$ cat src/rtl/tmr_pkg.sv
package tmr_pkg;
  localparam int REG_W   = 32;
  localparam int EN_BIT  = 31;
  localparam int PER_BIT = 30;
  localparam int CLR_BIT = 30;

  typedef enum logic {
    SEL_CTRL = 1'b0,
    SEL_STAT = 1'b1
  } reg_sel_e;
endpackage

$ cat src/rtl/tmr_ctrl_reg.sv
module tmr_ctrl_reg #(
  parameter int CNT_W = 29
) (
  input  logic             clk,
  input  logic             rst_n,
  input  logic             load,
  input  logic             load_en,
  input  logic             load_per,
  input  logic [CNT_W-1:0] load_val,
  input  logic             expire,
  output logic             en_q,
  output logic             per_q,
  output logic [CNT_W-1:0] reload_q
);
  logic             en_d;
  logic             per_d;
  logic [CNT_W-1:0] reload_d;

  always_comb begin
    en_d     = en_q;
    per_d    = per_q;
    reload_d = reload_q;
    if (load) begin
      en_d     = load_en;
      per_d    = load_per;
      reload_d = load_val;
    end else if (expire && !per_q) begin
      en_d = 1'b0;
    end
  end

  always_ff @(posedge clk or negedge rst_n) begin
    if (!rst_n) begin
      en_q     <= 1'b0;
      per_q    <= 1'b0;
      reload_q <= '0;
    end else begin
      en_q     <= en_d;
      per_q    <= per_d;
      reload_q <= reload_d;
    end
  end

  AST_ONESHOT_DISARM: assert property (@(posedge clk) disable iff (!rst_n)
    expire && !per_q |=> !en_q);
  AST_REPEAT_STAYS_ARMED: assert property (@(posedge clk) disable iff (!rst_n)
    expire && per_q && !load |=> en_q);
endmodule

$ cat src/rtl/tmr_counter.sv
module tmr_counter #(
  parameter int CNT_W = 29
) (
  input  logic             clk,
  input  logic             rst_n,
  input  logic             load,
  input  logic [CNT_W-1:0] load_val,
  input  logic             run,
  input  logic             periodic,
  input  logic [CNT_W-1:0] reload,
  input  logic             tick,
  output logic [CNT_W-1:0] cnt_q,
  output logic             expire
);
  logic [CNT_W-1:0] cnt_d;
  logic             step;

  assign step   = run && tick && !load;
  assign expire = step && (cnt_q == '0);

  always_comb begin
    cnt_d = cnt_q;
    if (load) begin
      cnt_d = load_val;
    end else if (expire) begin
      cnt_d = periodic ? reload : '0;
    end else if (step) begin
      cnt_d = cnt_q - CNT_W'(1);
    end
  end

  always_ff @(posedge clk or negedge rst_n) begin
    if (!rst_n) cnt_q <= '0;
    else        cnt_q <= cnt_d;
  end

  AST_HOLD_WITHOUT_TICK: assert property (@(posedge clk) disable iff (!rst_n)
    !load && !tick |=> $stable(cnt_q));
  AST_DECREMENT_BY_ONE: assert property (@(posedge clk) disable iff (!rst_n)
    step && (cnt_q != '0) |=> cnt_q == $past(cnt_q) - CNT_W'(1));
  AST_RELOAD_ON_EXPIRY: assert property (@(posedge clk) disable iff (!rst_n)
    expire && periodic |=> cnt_q == $past(reload));
  AST_IDLE_FROZEN: assert property (@(posedge clk) disable iff (!rst_n)
    !run && !load |=> $stable(cnt_q));
endmodule

$ cat src/rtl/tmr_irq.sv
module tmr_irq (
  input  logic clk,
  input  logic rst_n,
  input  logic expire,
  input  logic clr,
  output logic irq_q
);
  logic irq_d;

  always_comb begin
    irq_d = irq_q;
    if (expire)   irq_d = 1'b1;
    else if (clr) irq_d = 1'b0;
  end

  always_ff @(posedge clk or negedge rst_n) begin
    if (!rst_n) irq_q <= 1'b0;
    else        irq_q <= irq_d;
  end

  AST_SET_ON_EXPIRY: assert property (@(posedge clk) disable iff (!rst_n)
    expire |=> irq_q);
  AST_LEVEL_HELD: assert property (@(posedge clk) disable iff (!rst_n)
    irq_q && !clr |=> irq_q);
  AST_NO_SPURIOUS: assert property (@(posedge clk) disable iff (!rst_n)
    !irq_q && !expire |=> !irq_q);
  AST_EXPIRY_BEATS_CLEAR: assert property (@(posedge clk) disable iff (!rst_n)
    clr && expire |=> irq_q);
endmodule

$ cat src/rtl/tmr_channel.sv
module tmr_channel
  import tmr_pkg::*;
#(
  parameter int CNT_W = 29
) (
  input  logic             clk,
  input  logic             rst_n,
  input  logic             tick_en,
  input  logic             wr_en,
  input  logic             wr_sel,
  input  logic [REG_W-1:0] wr_data,
  output logic [REG_W-1:0] ctrl_rdata,
  output logic [REG_W-1:0] stat_rdata,
  output logic             irq
);
  localparam int GAP_W = REG_W - 2 - CNT_W;

  logic             ctrl_wr;
  logic             clr_req;
  logic             en_q;
  logic             per_q;
  logic [CNT_W-1:0] reload_q;
  logic [CNT_W-1:0] cnt_q;
  logic             expire;
  logic             unused_wr_bits;

  assign ctrl_wr        = wr_en && (reg_sel_e'(wr_sel) == SEL_CTRL);
  assign clr_req        = wr_en && (reg_sel_e'(wr_sel) == SEL_STAT) && wr_data[CLR_BIT];
  assign unused_wr_bits = ^wr_data[REG_W-3:CNT_W];

  tmr_ctrl_reg #(.CNT_W(CNT_W)) u_ctrl (
    .clk      (clk),
    .rst_n    (rst_n),
    .load     (ctrl_wr),
    .load_en  (wr_data[EN_BIT]),
    .load_per (wr_data[PER_BIT]),
    .load_val (wr_data[CNT_W-1:0]),
    .expire   (expire),
    .en_q     (en_q),
    .per_q    (per_q),
    .reload_q (reload_q)
  );

  tmr_counter #(.CNT_W(CNT_W)) u_cnt (
    .clk      (clk),
    .rst_n    (rst_n),
    .load     (ctrl_wr),
    .load_val (wr_data[CNT_W-1:0]),
    .run      (en_q),
    .periodic (per_q),
    .reload   (reload_q),
    .tick     (tick_en),
    .cnt_q    (cnt_q),
    .expire   (expire)
  );

  tmr_irq u_irq (
    .clk    (clk),
    .rst_n  (rst_n),
    .expire (expire),
    .clr    (clr_req),
    .irq_q  (irq)
  );

  assign ctrl_rdata = {en_q, per_q, {GAP_W{1'b0}}, reload_q};
  assign stat_rdata = {{(REG_W-CNT_W){1'b0}}, cnt_q};

  AST_WRITE_LOADS_COUNT: assert property (@(posedge clk) disable iff (!rst_n)
    ctrl_wr |=> stat_rdata[CNT_W-1:0] == $past(wr_data[CNT_W-1:0]));
  AST_GAP_BIT_ZERO: assert property (@(posedge clk) disable iff (!rst_n)
    ctrl_rdata[REG_W-3:CNT_W] == '0);
endmodule

$ cat config.mk
export PLATFORM = sky130hd
export DESIGN_NAME = tmr_channel
export DESIGN_NICKNAME = d
export VERILOG_FILES = /design/src/rtl/tmr_pkg.sv /design/src/rtl/tmr_ctrl_reg.sv /design/src/rtl/tmr_counter.sv /design/src/rtl/tmr_irq.sv /design/src/rtl/tmr_channel.sv
export SDC_FILE = /design/constraint.sdc
export NUM_CORES = 1
export LEC_CHECK = 0
export CAP_MARGIN = 20
export CORE_MARGIN = 2
export CORE_UTILIZATION = 45
export CTS_CLUSTER_DIAMETER = 50
export DETAILED_ROUTE_END_ITERATION = 6
export PLACE_DENSITY = 0.79
export SLEW_MARGIN = 10
export SYNTH_ARGS = -nofsm -noshare
export SYNTH_HDL_FRONTEND = slang
export SYNTH_SLANG_ARGS = --single-unit
$ cat constraint.sdc
create_clock -name clk -period 6.9 [get_ports clk]
set_input_delay 1.035 -clock clk [delete_from_list [all_inputs] [get_ports clk]]
set_output_delay 1.035 -clock clk [all_outputs]
set_load 0.01 [all_outputs]
==> reports/metrics.cfg <==
[status]
status = finished, final reports clean

[yosys]
ys_seq_area_share_pct = 44.51
synth_cells = 395
yosys_warnings = 0
synth.top_cell.area_share_pct = 44.51
yosysUniqueCellTypes = 58
synth_top_cell_by_area = dfrtp_1
syn_avg_cell_area_sq_um = 8.682
synth_top_flop_cell = dfrtp_1
synthArstFlopShare_pct = 100.0
synth_seq_cells = 61
synth-edff-count = 0
synth_area_leaders = dfrtp_1 45%, nand2_1 12%, o21ai_0 2.6%
syn_area_sq_mm = 0.003430

[clock_tree]
clock-sinks = 61
post_cts_buffers = 0
cts-root-buf = clkbuf_8
cts_made_buffers = 9
htreeDepth = 3
clk_pin_slew_worst_paths_ns = 0.07
postCtsResizedCells = 0
clk_latency_ns = 0.35
cts_tree = yes
ctsHoldBuffers = 0
cts_buffer_depth = 2

[detailed_routing]
vias_per_cell = 5.790
wirelength_microns = 9972
vias = 3393
drc = 0
drt_pass1_iterations = 5
wl_per_cell_microns = 17.02
antenna_left = 0
drt_iter0_drc = 241

[finish]
layout_commonest_cell = nand2_1
seq_area_sq_mm = 0.001526
area_growth_pct = 34.62
nets = 521
final_cell_mix = 108 x nand2_1, 95 x clkdlybuf4s50_1, 61 x dfrtp_1
multi_input_area_sq_mm = 0.001725
n_antenna_cell = 0
fillers = 624
drive_gt1_share_pct = 7.392

[worst_setup_path]
critPathArrivalTime_ns = 3.96
critPathLaunchType = primary input
worst_ep_required_time_ns = 7.12
crit_type = primary input to flip-flop
path_max_fanout = 44
crit_slowest_cell = and4_1
max_stage_delay_ns = 0.60
cpMostUsedCell = and4_1
cp-end-kind = flip-flop
rrSetupSlack_ns = 3.75
crit_chain = clkdlybuf4s50_1 -> nand2b_1 -> buf_4 -> and4_1 -> and4_1 -> nor2_1 -> a222oi_1 -> o21ai_0

[global_routing]
antenna_found_initial = 0
grt_max_degree = 62
grt.overflow.total = 0
grt_first_pass_wirelength_microns = 16960
grt_usage_pct = 25.34
grt_pass1_vias = 3314

[pwr]
p_leak_nw = 1.986
vdd_drop_max_uv = 140.4
power_density_mw_per_mm2 = 248.2

[sta]
setup_viol = 0
finalSetupTns_ns = 0
final-max-slew-violation-count = 0
worstMarginPinSlew_ns = 0.7966
clock_skew_ns = 0.01318
max_freq_mhz = 267.7
fin_crit_sh_pct = 54.14
rsz0062_at_grt = false
hold_slack_ns = 0.4966
period_minus_slack_ns = 3.735
finalHoldViolations = 0
maxSlewHeadroom_pct = 46.89

[placed_design]
portBuffers = 96
dp_hpwl_microns = 6824
gp_congestion = 0.8511

[job]
cap_viol_max_count = 0

[floorplan]
die-area_sq_mm = 0.008336
rows = 31
ios = 102
die_w_microns = 91.30
initial_core_util_pct = 46.78
core_area_sq_mm = 0.007331
chipHeight_microns = 91.30

[worst_hold_path]
holdCritPathClass = flip-flop to flip-flop

-- flip-flops by register name, summed over array words and instances (netlist names) --
signal	count
u_ctrl.en_q	1
u_cnt.cnt_q	29
u_irq.irq_q	1
u_ctrl.reload_q	29
u_ctrl.per_q	1
-- power breakdown --
part | switching [mW] | leakage (nW) | internal (mW) | total (mW)
sequential | 0.0698 | 0.731 | 0.409 | 0.479
combinational | 0.140 | 1.14 | 0.160 | 0.301
clock | 0.144 | 0.116 | 0.222 | 0.366
total | 0.354 | 1.99 | 0.792 | 1.15
-- cell usage after synthesis, types with 2 or more instances --
library cell,number
o211ai_1,11
mux2i_1,2
or2_2,2
a21o_1,5
nor2b_1,3
ha_1,2
buf_4,8
nor2_1,22
nor4_1,8
nor3_1,8
xor2_1,3
or4_1,5
nand2b_1,2
clkbuf_1,11
a221o_1,3
inv_1,6
o41ai_1,2
and4_1,3
or3_1,5
nand2_1,108
o31a_1,3
a32oi_1,2
buf_2,5
a21oi_1,12
o2bb2ai_1,2
and2_1,7
nand3_1,11
a32o_1,2
a221oi_1,3
buf_6,2
a21boi_0,5
o21ai_0,18
a22o_1,5
o22ai_1,2
dfrtp_1,61
a211o_2,2
nand4_1,6
nor3_2,2
a31oi_1,7
-- kinds of logic after synthesis --
logic type               count (synthesis)  synth area share, %
buffers and inverters                   34                5.728
AO/OA/AOI/OAI                           90                18.53
AND/OR/NAND/NOR                        201                28.79
multiplexers                             2               0.5838
flip-flops                              61                44.51
adder cells (fa/ha/maj)                  2               0.7295
other                                    1               0.1093
XOR/XNOR                                 4                1.022
-- cell type report --
type	count	area share (%)
Sequential cell	61	33.06
Tap cell	99	2.683
Timing Repair Buffer	101	21.52
Clock buffer	12	3.360
Multi-Input combinational cell	303	37.37
Clock inverter	4	1.518
Inverter	6	0.4878
-- critical path, delay by kind of cell --
kind	cells	cell delay, ns
simple gates	4	1.44
buf+inv	2	0.97
compound gates	2	0.48
-- metal layers --
| layer | routed length [microns] | vias up | global-route usage (%) |
|---|---|---|---|
| li1 | - | 1590 | - |
| met4 | 150 | 0 | 10.23 |
| met5 | 0 | - | 0 |
| met2 | 4711 | 148 | 38.83 |
| met3 | 635 | 14 | 4.896 |
| met1 | 4474 | 1641 | 35.37 |
-- through the flow --
stage	power [mW]	std cells	utilization, %	cell area, sq um	worst slack, ns
4_1_cts	1.149	586	62.98	4617	3.185
3_3_place_gp	0.7759	570	59.91	4392	2.952
6_report	1.146	586	62.98	4617	3.165
5_1_grt	1.207	586	62.98	4617	2.930
3_5_place_dp	0.7845	570	59.91	4392	2.844
2_1_floorplan	0.6131	398	-	3441	4.278
-- worst paths after layout --
kind	endpoint	depth (start not counted)	startpoint
worst max-delay path	u_cnt.cnt_q[13]$_DFFE_PN0P_	8	wr_sel
worst min-delay path	u_irq.irq_q$_DFFE_PN0P_	2	u_irq.irq_q$_DFFE_PN0P_
worst max register to register	u_cnt.cnt_q[13]$_DFFE_PN0P_	6	u_cnt.cnt_q[21]$_DFFE_PN0P_
worst min register to register	u_irq.irq_q$_DFFE_PN0P_	2	u_irq.irq_q$_DFFE_PN0P_
max in group asynchronous	u_cnt.cnt_q[17]$_DFFE_PN0P_	2	rst_n
min in group asynchronous	u_ctrl.reload_q[7]$_DFFE_PN0P_	2	rst_n
No activity file was read; power rests on OpenSTA's default activity.
